--- config.mk ---
export PLATFORM = sky130hd
export DESIGN_NAME = usb_irq_status
export DESIGN_NICKNAME = d
export VERILOG_FILES = /design/src/rtl/usb_irq_pkg.sv /design/src/rtl/usb_irq_ep0_detect.sv /design/src/rtl/usb_irq_stat_bank.sv /design/src/rtl/usb_irq_regbus.sv /design/src/rtl/usb_irq_status.sv
export SDC_FILE = /design/constraint.sdc
export NUM_CORES = 1
export LEC_CHECK = 0
export CAP_MARGIN = 10
export CORE_UTILIZATION = 63
export CTS_BUF_LIST = sky130_fd_sc_hd__clkbuf_4 sky130_fd_sc_hd__clkbuf_8
export CTS_CLUSTER_DIAMETER = 120
export DETAILED_ROUTE_END_ITERATION = 7
export DONT_BUFFER_PORTS = 1
export GPL_TIMING_DRIVEN = 0
export HOLD_SLACK_MARGIN = 0.12
export PLACE_DENSITY = 0.83
export SLEW_MARGIN = 20
export SYNTH_ARGS = -nofsm -noshare
export SYNTH_HDL_FRONTEND = slang
export SYNTH_SLANG_ARGS = --single-unit
--- constraint.sdc ---
create_clock -name clk -period 1.3 [get_ports clk]
set_clock_uncertainty 0.05 [all_clocks]
set_input_delay 0.065 -clock clk [delete_from_list [all_inputs] [get_ports clk]]
set_output_delay 0.065 -clock clk [all_outputs]
set_load 0.01 [all_outputs]
--- src/rtl/usb_irq_pkg.sv ---
package usb_irq_pkg;
  // endpoints carried by one status or mask register
  localparam int unsigned EP_PER_REG = 8;
  localparam int unsigned BUS_DW     = 32;

  typedef logic [EP_PER_REG-1:0] ep_slice_t;

  // endpoint 0 raises a cause on any of these flag states
  function automatic logic ep0_cause(input logic out_rdy, input logic in_rdy, input logic stall);
    return out_rdy | ~in_rdy | stall;
  endfunction
endpackage

--- src/rtl/usb_irq_ep0_detect.sv ---
module usb_irq_ep0_detect (
  input  logic clk,
  input  logic rst_n,
  input  logic out_rdy_i,
  input  logic in_rdy_i,
  input  logic stall_i,
  output logic rise_o
);
  import usb_irq_pkg::*;

  logic cause_now;
  logic cause_q;
  logic cause_d;

  always_comb begin
    cause_now = ep0_cause(out_rdy_i, in_rdy_i, stall_i);
    cause_d   = cause_now;
    rise_o    = cause_now & ~cause_q;
  end

  always_ff @(posedge clk or negedge rst_n) begin
    if (!rst_n) cause_q <= 1'b0;
    else        cause_q <= cause_d;
  end

  // a held condition produces only one edge
  p_single_edge_r6: assert property (@(posedge clk) disable iff (!rst_n)
    rise_o |=> !rise_o);
endmodule

--- src/rtl/usb_irq_stat_bank.sv ---
module usb_irq_stat_bank #(
  parameter int unsigned NUM_EP = 16
) (
  input  logic              clk,
  input  logic              rst_n,
  input  logic [NUM_EP-1:0] set_i,
  input  logic [NUM_EP-1:0] mask_i,
  input  logic [NUM_EP-1:0] clr_i,
  output logic [NUM_EP-1:0] stat_o
);
  logic [NUM_EP-1:0] stat_q;
  logic [NUM_EP-1:0] stat_d;
  logic [NUM_EP-1:0] stat_en;
  logic [NUM_EP-1:0] set_ok;

  for (genvar i = 0; i < NUM_EP; i++) begin : g_bit
    always_comb begin
      set_ok[i]  = set_i[i] & ~mask_i[i];
      stat_en[i] = set_ok[i] | clr_i[i];
      stat_d[i]  = set_ok[i];   // set wins over clear
    end

    always_ff @(posedge clk or negedge rst_n) begin
      if (!rst_n)          stat_q[i] <= 1'b0;
      else if (stat_en[i]) stat_q[i] <= stat_d[i];
    end

    p_set_r2: assert property (@(posedge clk) disable iff (!rst_n)
      (set_i[i] && !mask_i[i]) |=> stat_q[i]);
    p_mask_blocks_r3: assert property (@(posedge clk) disable iff (!rst_n)
      (!stat_q[i] && mask_i[i]) |=> !stat_q[i]);
    p_clear_r4: assert property (@(posedge clk) disable iff (!rst_n)
      (clr_i[i] && !set_i[i]) |=> !stat_q[i]);
    p_hold_r8: assert property (@(posedge clk) disable iff (!rst_n)
      (stat_q[i] && !clr_i[i]) |=> stat_q[i]);
  end

  assign stat_o = stat_q;
endmodule

--- src/rtl/usb_irq_regbus.sv ---
module usb_irq_regbus #(
  parameter int unsigned NUM_REGS = 2,
  parameter int unsigned ADDR_W   = 2,
  localparam int unsigned SLICE   = usb_irq_pkg::EP_PER_REG,
  localparam int unsigned DW      = usb_irq_pkg::BUS_DW,
  localparam int unsigned NBITS   = NUM_REGS * SLICE
) (
  input  logic              clk,
  input  logic              rst_n,
  input  logic              sel_i,
  input  logic              wr_i,
  input  logic [ADDR_W-1:0] addr_i,
  input  logic [DW-1:0]     wdata_i,
  input  logic [NBITS-1:0]  stat_i,
  output logic [NBITS-1:0]  mask_o,
  output logic [NBITS-1:0]  clr_o,
  output logic [DW-1:0]     rdata_o
);
  logic [NBITS-1:0]    mask_q;
  logic [NBITS-1:0]    mask_d;
  logic [NUM_REGS-1:0] mask_en;
  logic                wr_strobe;
  logic                rd_strobe;
  logic                unused_wdata_hi;

  assign wr_strobe       = sel_i & wr_i;
  assign rd_strobe       = sel_i & ~wr_i;
  assign unused_wdata_hi = ^wdata_i[DW-1:SLICE];

  for (genvar k = 0; k < NUM_REGS; k++) begin : g_reg
    always_comb begin
      mask_en[k] = wr_strobe && (addr_i == ADDR_W'(NUM_REGS + k));
      mask_d[k*SLICE +: SLICE] = wdata_i[SLICE-1:0];
      clr_o[k*SLICE +: SLICE]  = (wr_strobe && (addr_i == ADDR_W'(k)))
                                 ? wdata_i[SLICE-1:0] : '0;
    end

    always_ff @(posedge clk or negedge rst_n) begin
      if (!rst_n)          mask_q[k*SLICE +: SLICE] <= '1;
      else if (mask_en[k]) mask_q[k*SLICE +: SLICE] <= mask_d[k*SLICE +: SLICE];
    end
  end

  always_comb begin
    rdata_o = '0;
    if (rd_strobe) begin
      for (int k = 0; k < int'(NUM_REGS); k++) begin
        if (addr_i == ADDR_W'(k))
          rdata_o[SLICE-1:0] = stat_i[k*SLICE +: SLICE];
        if (addr_i == ADDR_W'(NUM_REGS + k))
          rdata_o[SLICE-1:0] = mask_q[k*SLICE +: SLICE];
      end
    end
  end

  assign mask_o = mask_q;

  // upper bits of a read never carry data
  p_rsvd_zero_r9: assert property (@(posedge clk) disable iff (!rst_n)
    rd_strobe |-> (rdata_o[DW-1:SLICE] == '0));
  // a mask write lands in the mask on the next cycle
  p_mask_write_r10: assert property (@(posedge clk) disable iff (!rst_n)
    (wr_strobe && addr_i == ADDR_W'(NUM_REGS)) |=> (mask_q[SLICE-1:0] == $past(wdata_i[SLICE-1:0])));
endmodule

--- src/rtl/usb_irq_status.sv ---
module usb_irq_status #(
  parameter int unsigned NUM_EP    = 16,
  localparam int unsigned NUM_REGS = NUM_EP / usb_irq_pkg::EP_PER_REG,
  localparam int unsigned ADDR_W   = $clog2(2 * NUM_REGS),
  localparam int unsigned DW       = usb_irq_pkg::BUS_DW
) (
  input  logic              clk,
  input  logic              rst_n,
  input  logic              bus_sel,
  input  logic              bus_wr,
  input  logic [ADDR_W-1:0] bus_addr,
  input  logic [DW-1:0]     bus_wdata,
  output logic [DW-1:0]     bus_rdata,
  input  logic              ep0_out_rdy,
  input  logic              ep0_in_rdy,
  input  logic              ep0_stall_sent,
  input  logic [NUM_EP-1:1] ep_evt,
  output logic              irq_o
);
  logic [1:0]        rst_sync_q;
  logic              rst_int_n;
  logic              ep0_rise;
  logic [NUM_EP-1:0] set_vec;
  logic [NUM_EP-1:0] mask_vec;
  logic [NUM_EP-1:0] clr_vec;
  logic [NUM_EP-1:0] stat_vec;
  logic              any_stat;
  logic              irq_q;
  logic              irq_d;

  // asynchronous assert, synchronous release
  always_ff @(posedge clk or negedge rst_n) begin
    if (!rst_n) rst_sync_q <= 2'b00;
    else        rst_sync_q <= {rst_sync_q[0], 1'b1};
  end
  assign rst_int_n = rst_sync_q[1];

  usb_irq_ep0_detect u_ep0 (
    .clk       (clk),
    .rst_n     (rst_int_n),
    .out_rdy_i (ep0_out_rdy),
    .in_rdy_i  (ep0_in_rdy),
    .stall_i   (ep0_stall_sent),
    .rise_o    (ep0_rise)
  );

  assign set_vec = {ep_evt, ep0_rise};

  usb_irq_regbus #(.NUM_REGS(NUM_REGS), .ADDR_W(ADDR_W)) u_bus (
    .clk     (clk),
    .rst_n   (rst_int_n),
    .sel_i   (bus_sel),
    .wr_i    (bus_wr),
    .addr_i  (bus_addr),
    .wdata_i (bus_wdata),
    .stat_i  (stat_vec),
    .mask_o  (mask_vec),
    .clr_o   (clr_vec),
    .rdata_o (bus_rdata)
  );

  usb_irq_stat_bank #(.NUM_EP(NUM_EP)) u_stat (
    .clk    (clk),
    .rst_n  (rst_int_n),
    .set_i  (set_vec),
    .mask_i (mask_vec),
    .clr_i  (clr_vec),
    .stat_o (stat_vec)
  );

  always_comb begin
    any_stat = |stat_vec;
    irq_d    = any_stat;
  end

  always_ff @(posedge clk or negedge rst_int_n) begin
    if (!rst_int_n) irq_q <= 1'b0;
    else            irq_q <= irq_d;
  end

  assign irq_o = irq_q;

  p_irq_rise_r7: assert property (@(posedge clk) disable iff (!rst_int_n)
    any_stat |=> irq_o);
  p_irq_fall_r7: assert property (@(posedge clk) disable iff (!rst_int_n)
    !any_stat |=> !irq_o);
endmodule

======== Yosys cells after proc, flatten, opt, wreduce, memory -nomap -nowiden ========
Cells that the tools add are included.
word-level totals
  register bits after elaboration ......... 36
  input bits .............................. 56
  logic and storage cells ................. 93
cells by class
  eq/ne operators ......................... 3
  multiplexer cells ....................... 7
  bitwise operators ....................... 56
  reductions and logical operators ........ 6
operators by type and width
  cell                count
  $mux 8              7
  $and 1x1->1         19
  $not 1->1           19
  $or 1x1->1          18
  $reduce_or 16->1    1
  $eq 2x2->1 const B  2
  $logic_and 1x1->1   4
  $eq 2x1->1 const B  1
  $logic_not 2->1     1

======== Depth between registers and ports, before layout ========
Gate-level depths: netlist of run 1.
  depth in word-level cells ............... 6
  gate-level depth with buffers ........... 4

======== Hierarchy ========
From an unflattened synthesis of run 1, not the netlist that was laid out.
second synthesis, totals
  cells, all modules ...................... 184
  area total of the unflattened synthesis .. 2102.0 um^2
modules (own cells, without submodules)
  module              times used  cells each  area an instance (um^2)  seq. area each (um^2)
  usb_irq_regbus      1           108         1223.7                   420.4
  usb_irq_stat_bank   1           64          720.7                    400.4
  usb_irq_status      1           9           110.1                    75.1
  usb_irq_ep0_detect  1           3           47.5                     25.0

======== Least setup slack after synthesis of run 1 ========
No wires, ideal clock.
  kind .................................... register -> output
  from .................................... reg u_stat.stat_q[12], in the netlist u_stat.stat_o[12]
  to ...................................... out bus_rdata[4]
  data arrival time ....................... 0.963 ns
  data required time ...................... 1.185 ns
  setup slack ............................. 0.222 ns
  stages on the path, launching flop included .. 3
  buffers on the path ..................... 0
  path through ............................ dfrtp_1 -> mux4_2 -> nor2b_1
between the ends
  longest elaborated chain between the ends .. 3
ends and longest elaborated chain
  what                             line                     text
  start, declared                  usb_irq_stat_bank.sv:11  logic [NUM_EP-1:0] stat_q;
  start signal, assigned by index  usb_irq_stat_bank.sv:25  else if (stat_en[i]) stat_q[i] <= stat_d[i];
  $mux 8                           usb_irq_regbus.sv:48     if (addr_i == ADDR_W'(k))
  $mux 8                           usb_irq_regbus.sv:50     if (addr_i == ADDR_W'(NUM_REGS + k))
  $mux 8                           usb_irq_regbus.sv:46     if (rd_strobe) begin
  end, declared                    usb_irq_status.sv:13     output logic [DW-1:0] bus_rdata,
No other way between the ends.

======== Final worst setup path of run 1 ========
  from .................................... reg u_stat.stat_q[8], in the netlist u_stat.stat_o[8]
  to ...................................... out bus_rdata[0]
Same word-level chain as after synthesis.

==> results of run 1 <==
-- what timing repair did --
action / 4_1_cts / 5_1_grt
setup buffers: 18 / 8
resized for setup: 16 / 2
hold endpoints to repair: 35 / 0
setup endpoints to repair: 8 / 9
hold buffers: 30 / 0
-- where the power goes --
part	leakage (nW)	switching [mW]	internal, mW
Sequential	0.357	0.158	1.36
Combinational	0.868	0.349	0.456
Clock	0.0394	0.407	0.309
-- synthesized netlist by cell type, types with 2 or more instances --
library cell,instances
sky130_fd_sc_hd__nor4_1,4
sky130_fd_sc_hd__buf_6,3
sky130_fd_sc_hd__a22o_1,16
sky130_fd_sc_hd__mux4_2,8
sky130_fd_sc_hd__buf_4,25
sky130_fd_sc_hd__nor2b_1,8
sky130_fd_sc_hd__inv_1,15
sky130_fd_sc_hd__nand2_1,15
sky130_fd_sc_hd__mux2_1,16
sky130_fd_sc_hd__dfstp_2,16
sky130_fd_sc_hd__dfrtp_1,20
sky130_fd_sc_hd__conb_1,2
-- state kept, by name, indices dropped and copies added (netlist names) --
register	count
irq_o	1
rst_sync_q	2
u_bus.mask_o	16
u_ep0.cause_q	1
u_stat.stat_o	16
-- worst register-to-register path, stage by stage (launching register included) --
cell and delay [ns]:
sky130_fd_sc_hd__dfrtp_1 0.41, sky130_fd_sc_hd__buf_4 0.14, sky130_fd_sc_hd__buf_4 0.14, sky130_fd_sc_hd__nor4_1 0.35
sky130_fd_sc_hd__nand4_1 0.16
-- metal layers --
layer,track usage [%],up-vias
li1,-,673
met3,11.3,48
met5,0,-
met4,16.0,0
met1,41.5,843
met2,63.1,162
-- layout make-up --
class                           instances  area, um2  area share (%)
Buffer                                 28        221            8.21
Clock buffer                            8       66.3            2.46
Inverter                               15       56.3            2.09
Multi-Input combinational cell        101        898            33.3
Sequential cell                        36        922            34.2
Tap cell                               31       38.8            1.44
Timing Repair Buffer                   56        495            18.4
-- final timing paths --
check,start,end,slack [ns]
min,bus_addr[0],u_bus.mask_o[12],0.19
min reg2reg,rst_sync_q[1],u_stat.stat_o[14],0.29
max reg2reg,u_stat.stat_o[3],irq_o,-0.07
max,u_stat.stat_o[8],bus_rdata[0],-0.26
max in group asynchronous,rst_sync_q[1],u_stat.stat_o[10],0.46
min in group asynchronous,rst_sync_q[1],u_stat.stat_o[14],0.29
-- kinds of logic after synthesis --
logic type             count (synthesis)
and+or+nand+nor                       36
muxes                                 24
other                                  2
AOI/OAI and AO/OA                     16
DFF                                   36
buffers and inverters                 43
-- metrics by stage --
| step | area, um2 | setup TNS (ns) | utilization, % |
|---|---|---|---|
| final | 2700 | -1.75 | 95.4 |
| after global routing | 2700 | -1.91 | 95.4 |
| after CTS | 2630 | -1.37 | 92.8 |
| after detailed placement | 2060 | 0 | 73.0 |
| after global placement | 2060 | -2.27 | 72.9 |
| after floorplan | 2020 | 0 | - |
==> out/results.txt, run 1 <==
The run finished, with violations left. The checks that failed: design-rule violations, negative setup slack. After synthesis, the largest family of logic cells by area is multiplexers. Detailed routing placed a total of 3.29 mm of wire on met2. The floorplan step defined a core boundary enclosing 2830 um2. The antenna diode instance count is 0. The first global-routing pass estimated 8.40 mm of wire.

Yosys mapped the design onto 21 distinct sky130hd cell types. The cell area after synthesis was 1940 um2; the post-synthesis share of cell area spent on xor and xnor gates was 0%. In this run the static leakage power is 1.26 nW. Proportion of synthesized area in mux cells: 18.6%. At the end of the flow, the number of nets in the layout was 299. In the final routed layout, each cell accounts on average for 24.8 um. In this run the top signal layer used is met4. The half-perimeter wire length of the detailed placement result is 2.81 mm, and the final-layout fill cell count is 65. The register bit total from synthesis is 36, and the simple-gate portion of the synthesized area is 11.9%.

Clock tree synthesis found a total of 36 sinks. The clock insertion delay at the later pin of the skew report is 0.35 ns, and the number of global-route vias before repair is 1610. Final hold analysis gives a worst-case slack of 0.188 ns. The setup path with the least slack is of type flop to primary output.

The library cell used most frequently in the layout, excluding fill and tap cells, is sky130_fd_sc_hd__buf_4. The share of the synthesized area in the top cell type is 25.8%, and the area overhead of the layout relative to synthesis is 39.3%. The clock transition at the registers of the reported paths was 0.12 ns; the time the final worst path needs with I/O delays and setup was 1.56 ns.

The sum of met3 wire segment lengths after detailed routing is 811 um. The vertical extent of the die came out at 57.5 um. Counting instances, the worst hold path has a depth of 3.

CTS built an H-tree with a depth of 2. Yosys attributes the largest share of cell area to sky130_fd_sc_hd__dfrtp_1 26%, sky130_fd_sc_hd__dfstp_2 22%, sky130_fd_sc_hd__buf_4 9.7%. The total grt overflow came out at 0.

The tools report the number of max-slew violations in the final report as 0. In this design, the stage delay of the slowest critical-path cell is 0.49 ns. The power density over the cells is 1130 nW/um2, and the number of failing hold endpoints at the final stage is 0. The die covers 3300 um2.

In this run the worst hold path is classified as input port to flop. TritonCTS built the clock tree. The largest voltage drop on the vdd net came out at 1160 uV.

Most common flop cell mapped by yosys: sky130_fd_sc_hd__dfrtp_1. The sum of buffers and inverters on the critical path was 0; the average cell area after synthesis was 12.3 um2. The initialized floorplan defines 19 standard-cell rows.

During placement, the flow inserted port buffers numbering 0. In this run, placement finished with an instance count of 211. In the routed layout, each cell is associated on average with a via count of 6.28. Setup repair after global routing could not meet its margin everywhere. In the global route stage, overall resource usage came out at 36.5%.

The number of instances in the synthesized netlist is 157. The number of enable-type register cells in the synthesized netlist works out to 0. The sort of element at the start of the critical path is a flop.

The synthesized design spends more area on one cell type than any other, namely sky130_fd_sc_hd__dfrtp_1. For the data arrival time of the critical path, the log shows 1.44 ns. Buffers inserted during clock tree synthesis total 5.

Timing analysis after detailed placement gives a worst setup slack of 0.154 ns. The fraction of layout instances using a drive strength above 1 was 41.0%; the initial DRC count was 143. The run gives 1726 as the total via count after detailed routing.

The worst pin sits at a relative slew slack of 44.4%. The share of the cycle needed by the critical path after routing was 120%; the number of warnings issued by yosys was 0. The minimum setup slack in the final design was -0.255 ns; the number of antenna violations at the first check in global routing was 0.

The tools report the fraction of the yosys area taken by sequential cells as 47.5%. The initial utilization of the core area, before any placement, comes to 68.5%. The die is 57.5 um wide. The run gives 6.82 mm as the wire length reported by the detailed router. Routability-driven placement finished with a final weighted congestion of 0.724. Data required time at the worst endpoint: 1.19 ns.

The fraction of the mapped netlist area in adder cells is 0%, and the maximum number of buffers from clock root to sink is 2. The count of nets left with antenna violations after detail routing was 0; the number of optimization iterations in the first detailed-route pass was 7. Largest net degree at the start of global routing: 35. The critical path goes through mux4_2, nor2b_4. STA classifies the critical path endpoint as a primary output.

For this run, the number of standard cells in the final layout without fillers is 275. Summing internal, switching and leakage power gives 3.04 mW. The depth of the worst register-to-register path was 4.

Maximum fanout count along the critical path: 3. The routed metal-1 wire length is 2.26 mm. The total DRC errors in the routed layout came out at 5. Counting flops with an async set or reset pin after synthesis yields a share of 100%.

Top achievable clock speed: 643 MHz. The count of max-cap constraint violations was 0; the share of the synthesized area in compound gates (AO/OA/AOI/OAI) was 7.23%. Leaving out fill and tap cells, the most frequent cells in the layout are 51 x sky130_fd_sc_hd__buf_4, 30 x sky130_fd_sc_hd__dlygate4sd3_1, 25 x sky130_fd_sc_hd__conb_1. The slowest stage of the critical path belongs to the cell sky130_fd_sc_hd__mux4_2. The kind of cell with the highest combined delay along the critical path is multiplexers.

For the number of top-level pins, the log shows 89. The critical path runs through a total of 2 cells. The cell sitting at the root of the clock tree is a sky130_fd_sc_hd__clkbuf_4. The transition time at the pin with the least slew margin is 0.834 ns. The total of endpoints with negative setup slack in the final report came out at 9.
Note: power is estimated with default switching activity, not from simulation.
==> run 2, diff against run 1 <==
--- a/config.mk
+++ b/config.mk
@@ -5,15 +5,15 @@
 export SDC_FILE = /design/constraint.sdc
 export NUM_CORES = 1
 export LEC_CHECK = 0
+export BUFFER_PORTS_ARGS = -buffer_cell sky130_fd_sc_hd__buf_2
 export CAP_MARGIN = 10
-export CORE_UTILIZATION = 63
+export CORE_UTILIZATION = 48
 export CTS_BUF_LIST = sky130_fd_sc_hd__clkbuf_4 sky130_fd_sc_hd__clkbuf_8
 export CTS_CLUSTER_DIAMETER = 120
 export DETAILED_ROUTE_END_ITERATION = 7
-export DONT_BUFFER_PORTS = 1
 export GPL_TIMING_DRIVEN = 0
 export HOLD_SLACK_MARGIN = 0.12
-export PLACE_DENSITY = 0.83
+export PLACE_DENSITY = 0.86
 export SLEW_MARGIN = 20
 export SYNTH_ARGS = -nofsm -noshare
 export SYNTH_HDL_FRONTEND = slang
==> run 2 against run 1 <==
The run ends with negative setup slack left. Design area grew 8.9%. Clock power grew 22%. Die area grew 30%. Critical path depth grew 1. Fmax shrank 1.8%. Non-clock buffer count grew 35. Highest routed layer unchanged.
==> out/results.txt, run 2 (same netlist as run 1, synthesis figures left out) <==
For this design the static power due to leakage is 1.42 nW. Largest stage delay on the critical path: 0.49 ns. The worst setup path is captured at a primary output.

For the largest voltage drop on the vdd net, the log shows 1450 uV. Summed over all nets, the switching power comes to 0.840 mW. The number of levels in the clock H-tree is 2, and the worst slack at placement is -0.0175 ns. For the number of global-route vias before repair, the log shows 1601.

The minimum setup slack in the final design was -0.284 ns. Beginning of the critical path: u_stat.stat_o[12]. The run gives 5 as the total CTS buffers.

The worst register-to-register path begins at u_stat.stat_o[3]. The total of endpoints with negative setup slack in the final report is 8, and the share of the cycle needed by the critical path after routing is 122%. Routability-driven placement finished with a final weighted congestion of 0.786. The final reports fail on negative setup slack.

The run gives 268 as the cell count after placement. The sum of buffers and inverters on the critical path was 1. The final layout contains 334 nets. The sequential power share was 47.5%; the vertical extent of the die was 65.5 um. Headroom to the max-slew limit came out at 50.4%. Leaving out fill and tap cells, the most frequent cell in the layout is sky130_fd_sc_hd__buf_4.

The kind of critical path is flop to primary output. The die area was 4300 um2. The count of buffers added on input and output ports is 40.

The routed design has 5.36 mm of wire. The power density over the cells is 1080 nW/um2. The maximum fanout count along the critical path is 2, and the number of optimization iterations in the first detailed-route pass is 6.

The top cell types in the final layout, fill and taps aside, are 48 x sky130_fd_sc_hd__buf_4, 33 x sky130_fd_sc_hd__buf_2, 28 x sky130_fd_sc_hd__dlygate4sd3_1. The tools report the initial DRC count as 79. TritonCTS built the clock tree. After legalization and detailed placement, the total HPWL measured 2.73 mm. The total overflow left after global routing is 0. After detailed routing, the average wire length per cell comes to 16.4 um.

Cell internal power was estimated by the tool at 2.32 mW. Entering global routing, the biggest net connects 35 pins. The clock insertion delay at the later pin of the skew report is 0.30 ns.

The startpoint of the tightest hold check path is bus_sel. The data required time at the worst endpoint is 1.19 ns, and the area overhead of the layout relative to synthesis is 51.6%. Of the cells placed in the final design, the portion with a size suffix greater than 1 is 48.4%. The initialized floorplan defines 22 standard-cell rows.

The clock group share of total power was 27.6%; the x dimension of the die was 65.5 um. The portion of total power attributed to combinational logic was 25.0%; the time the final worst path needs with I/O delays and setup was 1.58 ns. The first global-routing pass estimated 7.70 mm of wire.

The tree is rooted in a sky130_fd_sc_hd__clkbuf_8. For the antenna diode instance count, the log shows 0. Sort of element at the start of the critical path: a flop.

The total DRC errors in the routed layout came out at 0. At the worst endpoint, the arrival time is 1.47 ns. For this design, the slowest cell found on the critical path is sky130_fd_sc_hd__mux4_2.

For this design, the sink count on the clock tree is 36. The tools report the top achievable clock speed as 631 MHz. The number of top-level pins is 89.

The maximum number of buffers from clock root to sink is 2, and the initial standard-cell utilization of the core is 51.4%. The switching portion of total power works out to 26.6%. The flow ran to the end, but the final reports show violations. For the pin with the worst max-slew slack, the measured transition is 0.744 ns. Across all layers, the routed design uses 1606 vias. In this run the remaining antenna-violating nets after routing total 0. The logs give 0 for the number of failing hold endpoints at the final stage and 327 for the final non-filler cell total. Clock-pin slew was measured on the worst setup and hold paths at 0.07 ns. Number of vias per cell: 4.91. Area of the placeable core: 3770 um2.

Traced cell by cell, the critical path runs through mux4_2, nor2b_4, buf_6. The number of antenna violations at the first check in global routing came out at 0. Family of cells with the greatest summed delay on the critical path: multiplexers. Classification of the worst-slack hold path: input port to flop. Across the run, the number of max-cap violations was 0. For the number of max-slew violations in the final report, the log shows 0. The global-route total usage across every layer came out at 25.4%. Setup repair after global routing could not meet its margin everywhere.
## run 2: path summary, 6_finish.rpt
kind	endpoint	slack [ns]	depth (start not counted)
max	bus_rdata[4]	-0.28	3
min	u_bus.mask_o[14]	0.21	3
max reg2reg	irq_o	0.04	4
min reg2reg	u_stat.stat_o[1]	0.29	0
max in group asynchronous	u_stat.stat_o[12]	0.44	0
min in group asynchronous	u_stat.stat_o[1]	0.29	0
## run 2: through the flow
stage | hold slack [ns] | utilization (%) | setup TNS (ns) | power (mW) | area (um2)
after floorplan | -0.281 | - | 0 | 1.86 | 2020
after global placement | -0.199 | 60.6 | -2.79 | 2.00 | 2280
after detailed placement | -0.198 | 60.6 | -0.0202 | 2.03 | 2290
after CTS | 0.207 | 74.2 | -1.92 | 3.03 | 2800
after global routing | 0.236 | 77.9 | -2.29 | 3.28 | 2940
final | 0.207 | 77.9 | -2.06 | 3.16 | 2940
## run 2: routing by layer
metal	track usage, %	up-vias	routed length (um)
li1	-	741	-
met4	14.7	0	181
met3	5.90	18	298
met1	28.3	760	2110
met2	44.2	87	2770
met5	0	-	0
## run 2: area by class of cell
cell class / instances / area [um2]
Fill cell: 227 / 832
Buffer: 28 / 221
Tap cell: 48 / 60.1
Inverter: 15 / 56.3
Timing Repair Buffer: 91 / 697
Multi-Input combinational cell: 101 / 885
Sequential cell: 36 / 922
Clock buffer: 8 / 97.6
## run 2: power groups by stage
stage / combinational, mW / sequential, mW / clock (mW)
floorplan: 0.386 / 1.47 / 0
global placement: 0.490 / 1.51 / 0
detailed placement: 0.509 / 1.52 / 0
CTS: 0.665 / 1.48 / 0.881
global route: 0.850 / 1.52 / 0.917
finish: 0.789 / 1.50 / 0.871
## run 2: tightest hold or removal path, cell delays in order
cell and delay, ns:
sky130_fd_sc_hd__buf_2 0.15, sky130_fd_sc_hd__nand4_4 0.15, sky130_fd_sc_hd__mux2_1 0.16
## run 2: repair_timing
item	in CTS	in global routing
gates cloned	0	0
hold endpoints to repair	35	0
hold buffers	28	0
buffers inserted	16	7
gates resized for setup	3	18
setup endpoints to repair	8	8
==> run 3, diff against run 2 <==
--- a/config.mk
+++ b/config.mk
@@ -5,6 +5,7 @@
 export SDC_FILE = /design/constraint.sdc
 export NUM_CORES = 1
 export LEC_CHECK = 0
+export ABC_AREA = 1
 export BUFFER_PORTS_ARGS = -buffer_cell sky130_fd_sc_hd__buf_2
 export CAP_MARGIN = 10
 export CORE_UTILIZATION = 48
==> run 3 against run 2 <==
The flow still finishes with violations (negative setup slack). Highest routed layer unchanged. Cell count increased by 24%. Combinational power decreased by 17%. Largest cell class unchanged. First-iteration DRC count increased by 37%. Largest power group unchanged. Sequential power decreased by 3%. Critical path depth increased by 2. Sequential share of layout area increased by 2.1 points. Global-route usage decreased by 1.4 points.
==> out/results.txt, run 3 <==
In the global route stage, overall resource usage came out at 24.0%. The tools report the antenna diode instance count as 0. Sorting the synthesized cells by area gives the leading types as sky130_fd_sc_hd__dfrtp_1 26%, sky130_fd_sc_hd__dfstp_2 22%, sky130_fd_sc_hd__o21ai_0 13%. Number of max-slew violations in the final report: 0. Summing all placed instances gives a cell area of 2280 um2. The static leakage was 1.45 nW. In this run the horizontal extent of the chip is 65.4 um. The share of the cycle needed by the critical path after routing came out at 111%.

The area overhead of the layout relative to synthesis is 42.7%. The run gives 0 as the count of nets left with antenna violations after detail routing. The count of buffers added on input and output ports is 40. For this run the aggregate overflow at the end of global routing stands at 0. Among cell families on the critical path, the largest total delay comes from flip-flops. In the final routed layout, each cell accounts on average for 12.2 um. The kind of end point of the critical path is a primary output. From bottom edge to top edge, the die measures 65.4 um. The core region is 3770 um2.

The cell with the largest stage delay on the worst path is sky130_fd_sc_hd__dfstp_2. The critical path is of the flop to primary output type. The worst setup path is launched from a flop.

The final layout contains routed wiring with a total length of 4.95 mm. The routed layout has 1920 vias. Setup repair after global routing could not meet its margin everywhere. The checks that failed: negative setup slack. The power density over the cells is 1060 nW/um2. Minimum setup slack in the final design: -0.145 ns. The die covers 4280 um2. In the synthesized netlist the dominant register cell turns out to be sky130_fd_sc_hd__dfrtp_1. For the initial DRC count, the log shows 108.

The tools report the number of levels in the clock H-tree as 2. Counting every instance in the synthesized netlist gives 249. Pin placement for this block handled 89 I/O pins. The commonest cells after synthesis are 49 x sky130_fd_sc_hd__o21ai_0, 47 x sky130_fd_sc_hd__nand2_1, 40 x sky130_fd_sc_hd__inv_1. For this run, the slowest stage of the critical path takes 0.54 ns. Most used cell along the critical path: sky130_fd_sc_hd__nand2_1. After filler insertion, the fill cell instance count of the layout stands at 270. The tree built by TritonCTS fans out to 36 sinks.

The average cell area after synthesis is 7.76 um2, and the data arrival time of the critical path is 1.33 ns. The total of endpoints with negative setup slack in the final report is 7. The tools report the number of failing hold endpoints at the final stage as 0.

Prior to clock tree synthesis, the placed netlist has a worst setup slack of -0.0901 ns. The tools report the count of max-cap constraint violations as 0. Classification of the worst-slack hold path: input port to flop. Clock-pin slew was measured on the worst setup and hold paths at 0.07 ns. Once detailed placement completed, the half-perimeter wirelength came to 2.93 mm. In this run the worst path has a maximum fanout of 2. The congestion estimate from routability-driven global placement came to 0.886. Yosys instantiated no cell more often than sky130_fd_sc_hd__o21ai_0. The share of the Yosys chip area taken by registers is 47.7%.

The run gives 754 uV as the largest voltage drop on the vdd net. Traced cell by cell, the critical path runs through nand3_2, nand2_1, nand2_1, a21oi_2, buf_2. In the final timing run, aggregate negative setup slack is -0.629 ns.

The total power after layout is 2.92 mW. The initial utilization of the core area, before any placement, comes to 51.2%. For this run, the top clock speed supported by timing is 692 MHz.

For the number of optimization iterations in the first detailed-route pass, the log shows 4. The run finished, with violations left. Cells with a size suffix above 1 make up 32.8% of the layout. The library cell used most frequently in the layout, excluding fill and tap cells, is sky130_fd_sc_hd__o21ai_0. The time the final worst path needs with I/O delays and setup is 1.44 ns, and the cell area after synthesis is 1930 um2. The tools report the post-route cell area as 2760 um2.

The Yosys step of the flow raised 0 warnings. The cell sitting at the root of the clock tree is a sky130_fd_sc_hd__clkbuf_8. After detailed routing, the number of remaining DRC violations is 0. The sum of buffers and inverters on the critical path is 1, and the maximum number of buffers from clock root to sink is 2. Clock latency on the worst-skew pair, taken at its later pin, is 0.29 ns. The share of the synthesized area in the top cell type works out to 25.9%. The netlist uses 16 different library cells.

Register bit total from synthesis: 36. TritonCTS built the clock tree. Counting the buffers created by CTS gives 5. In the layout the commonest cells are 48 x sky130_fd_sc_hd__o21ai_0, 46 x sky130_fd_sc_hd__nand2_1, 44 x sky130_fd_sc_hd__buf_2.

Once layout is complete, the utilization of the core stands at 73.1%. The transition time at the pin with the least slew margin was 0.725 ns. The run gives 0 as the number of antenna violations at the first check in global routing. The tools report the number of global-route vias before repair as 1686. Entering global routing, the biggest net connects 35 pins. The leading area contributor after synthesis was sky130_fd_sc_hd__dfrtp_1. Number of enable-type register cells in the synthesized netlist: 0.

The first-pass GRT wire length came out at 7.66 mm. For this run, asynchronously set or reset flops after synthesis account for 100%. Dividing the detail-routed via count by the number of cells gives 4.74. The worst max-slew margin expressed relative to the limit was 51.7%. The logs give 1.19 ns for the data required time at the worst endpoint and 22 for the count of standard-cell rows.

Layout net count: 412.
run 3: where the power goes:
part	leakage [nW]	internal [mW]	switching (mW)	total [mW]
Combinational	1.04	0.328	0.330	0.658
Sequential	0.358	1.34	0.113	1.46
Clock	0.0491	0.418	0.384	0.802
Total	1.45	2.09	0.827	2.92
run 3: worst reg2reg max path: cells and delay by family (launching register included):
| kind | cells | cell delay, ns |
|---|---|---|
| simple gates | 2 | 0.08 |
| flops | 1 | 0.55 |
| buf+inv | 3 | 0.30 |
run 3: cell type report:
type	instances	area (um2)	area share, %
Timing Repair Buffer	77	548	19.9
Buffer	29	208	7.53
Sequential cell	36	922	33.4
Multi-Input combinational cell	167	781	28.3
Clock inverter	1	5.00	0.181
Inverter	40	150	5.44
Tap cell	48	60.1	2.18
Clock buffer	7	83.8	3.04
run 3: what timing repair did:
item                                    4_1_cts  5_1_grt
gates resized for setup                       8        5
setup buffers                                 8        1
hold endpoints to repair                     35        2
hold buffers                                 27        2
endpoints found under the setup margin        8        9
pin swaps                                     5        6
run 3: path summary, 6_finish.rpt:
kind | startpoint | to | slack [ns] | cells after the start
worst max-delay path | u_bus.mask_o[3] | bus_rdata[3] | -0.14 | 5
worst min-delay path | bus_sel | u_bus.mask_o[9] | 0.16 | 5
max in group asynchronous | rst_sync_q[1] | u_stat.stat_o[13] | 0.45 | 0
min in group asynchronous | rst_sync_q[1] | u_stat.stat_o[6] | 0.28 | 0
worst max register to register | u_bus.mask_o[1] | u_stat.stat_o[1] | 0.21 | 5
worst min register to register | rst_sync_q[1] | u_stat.stat_o[6] | 0.28 | 0
run 3: cells by family (layout without fill, tap and decap cells):
kind of cell | after synthesis | count (layout) | share of synthesized area, %
AO/OA/AOI/OAI | 64 | 64 | 16.7
buffers and inverters | 69 | 154 | 18.5
flip-flops | 36 | 36 | 47.7
other | 2 | 25 | 0.389
AND/OR/NAND/NOR | 78 | 78 | 16.7
run 3: metal layers:
metal	track usage (%)	vias to the layer above	routed length, um
met1	30.8	845	1960
met4	9.24	0	92
met3	4.17	11	428
met5	0	-	0
met2	40.2	114	2470
li1	-	950	-
run 3: per-stage QoR:
stage                     instances  hold slack (ns)
final                           405            0.165
after global routing            405            0.190
after CTS                       403            0.156
after detailed placement        360           -0.198
after global placement          360           -0.200
after floorplan                 272           -0.281
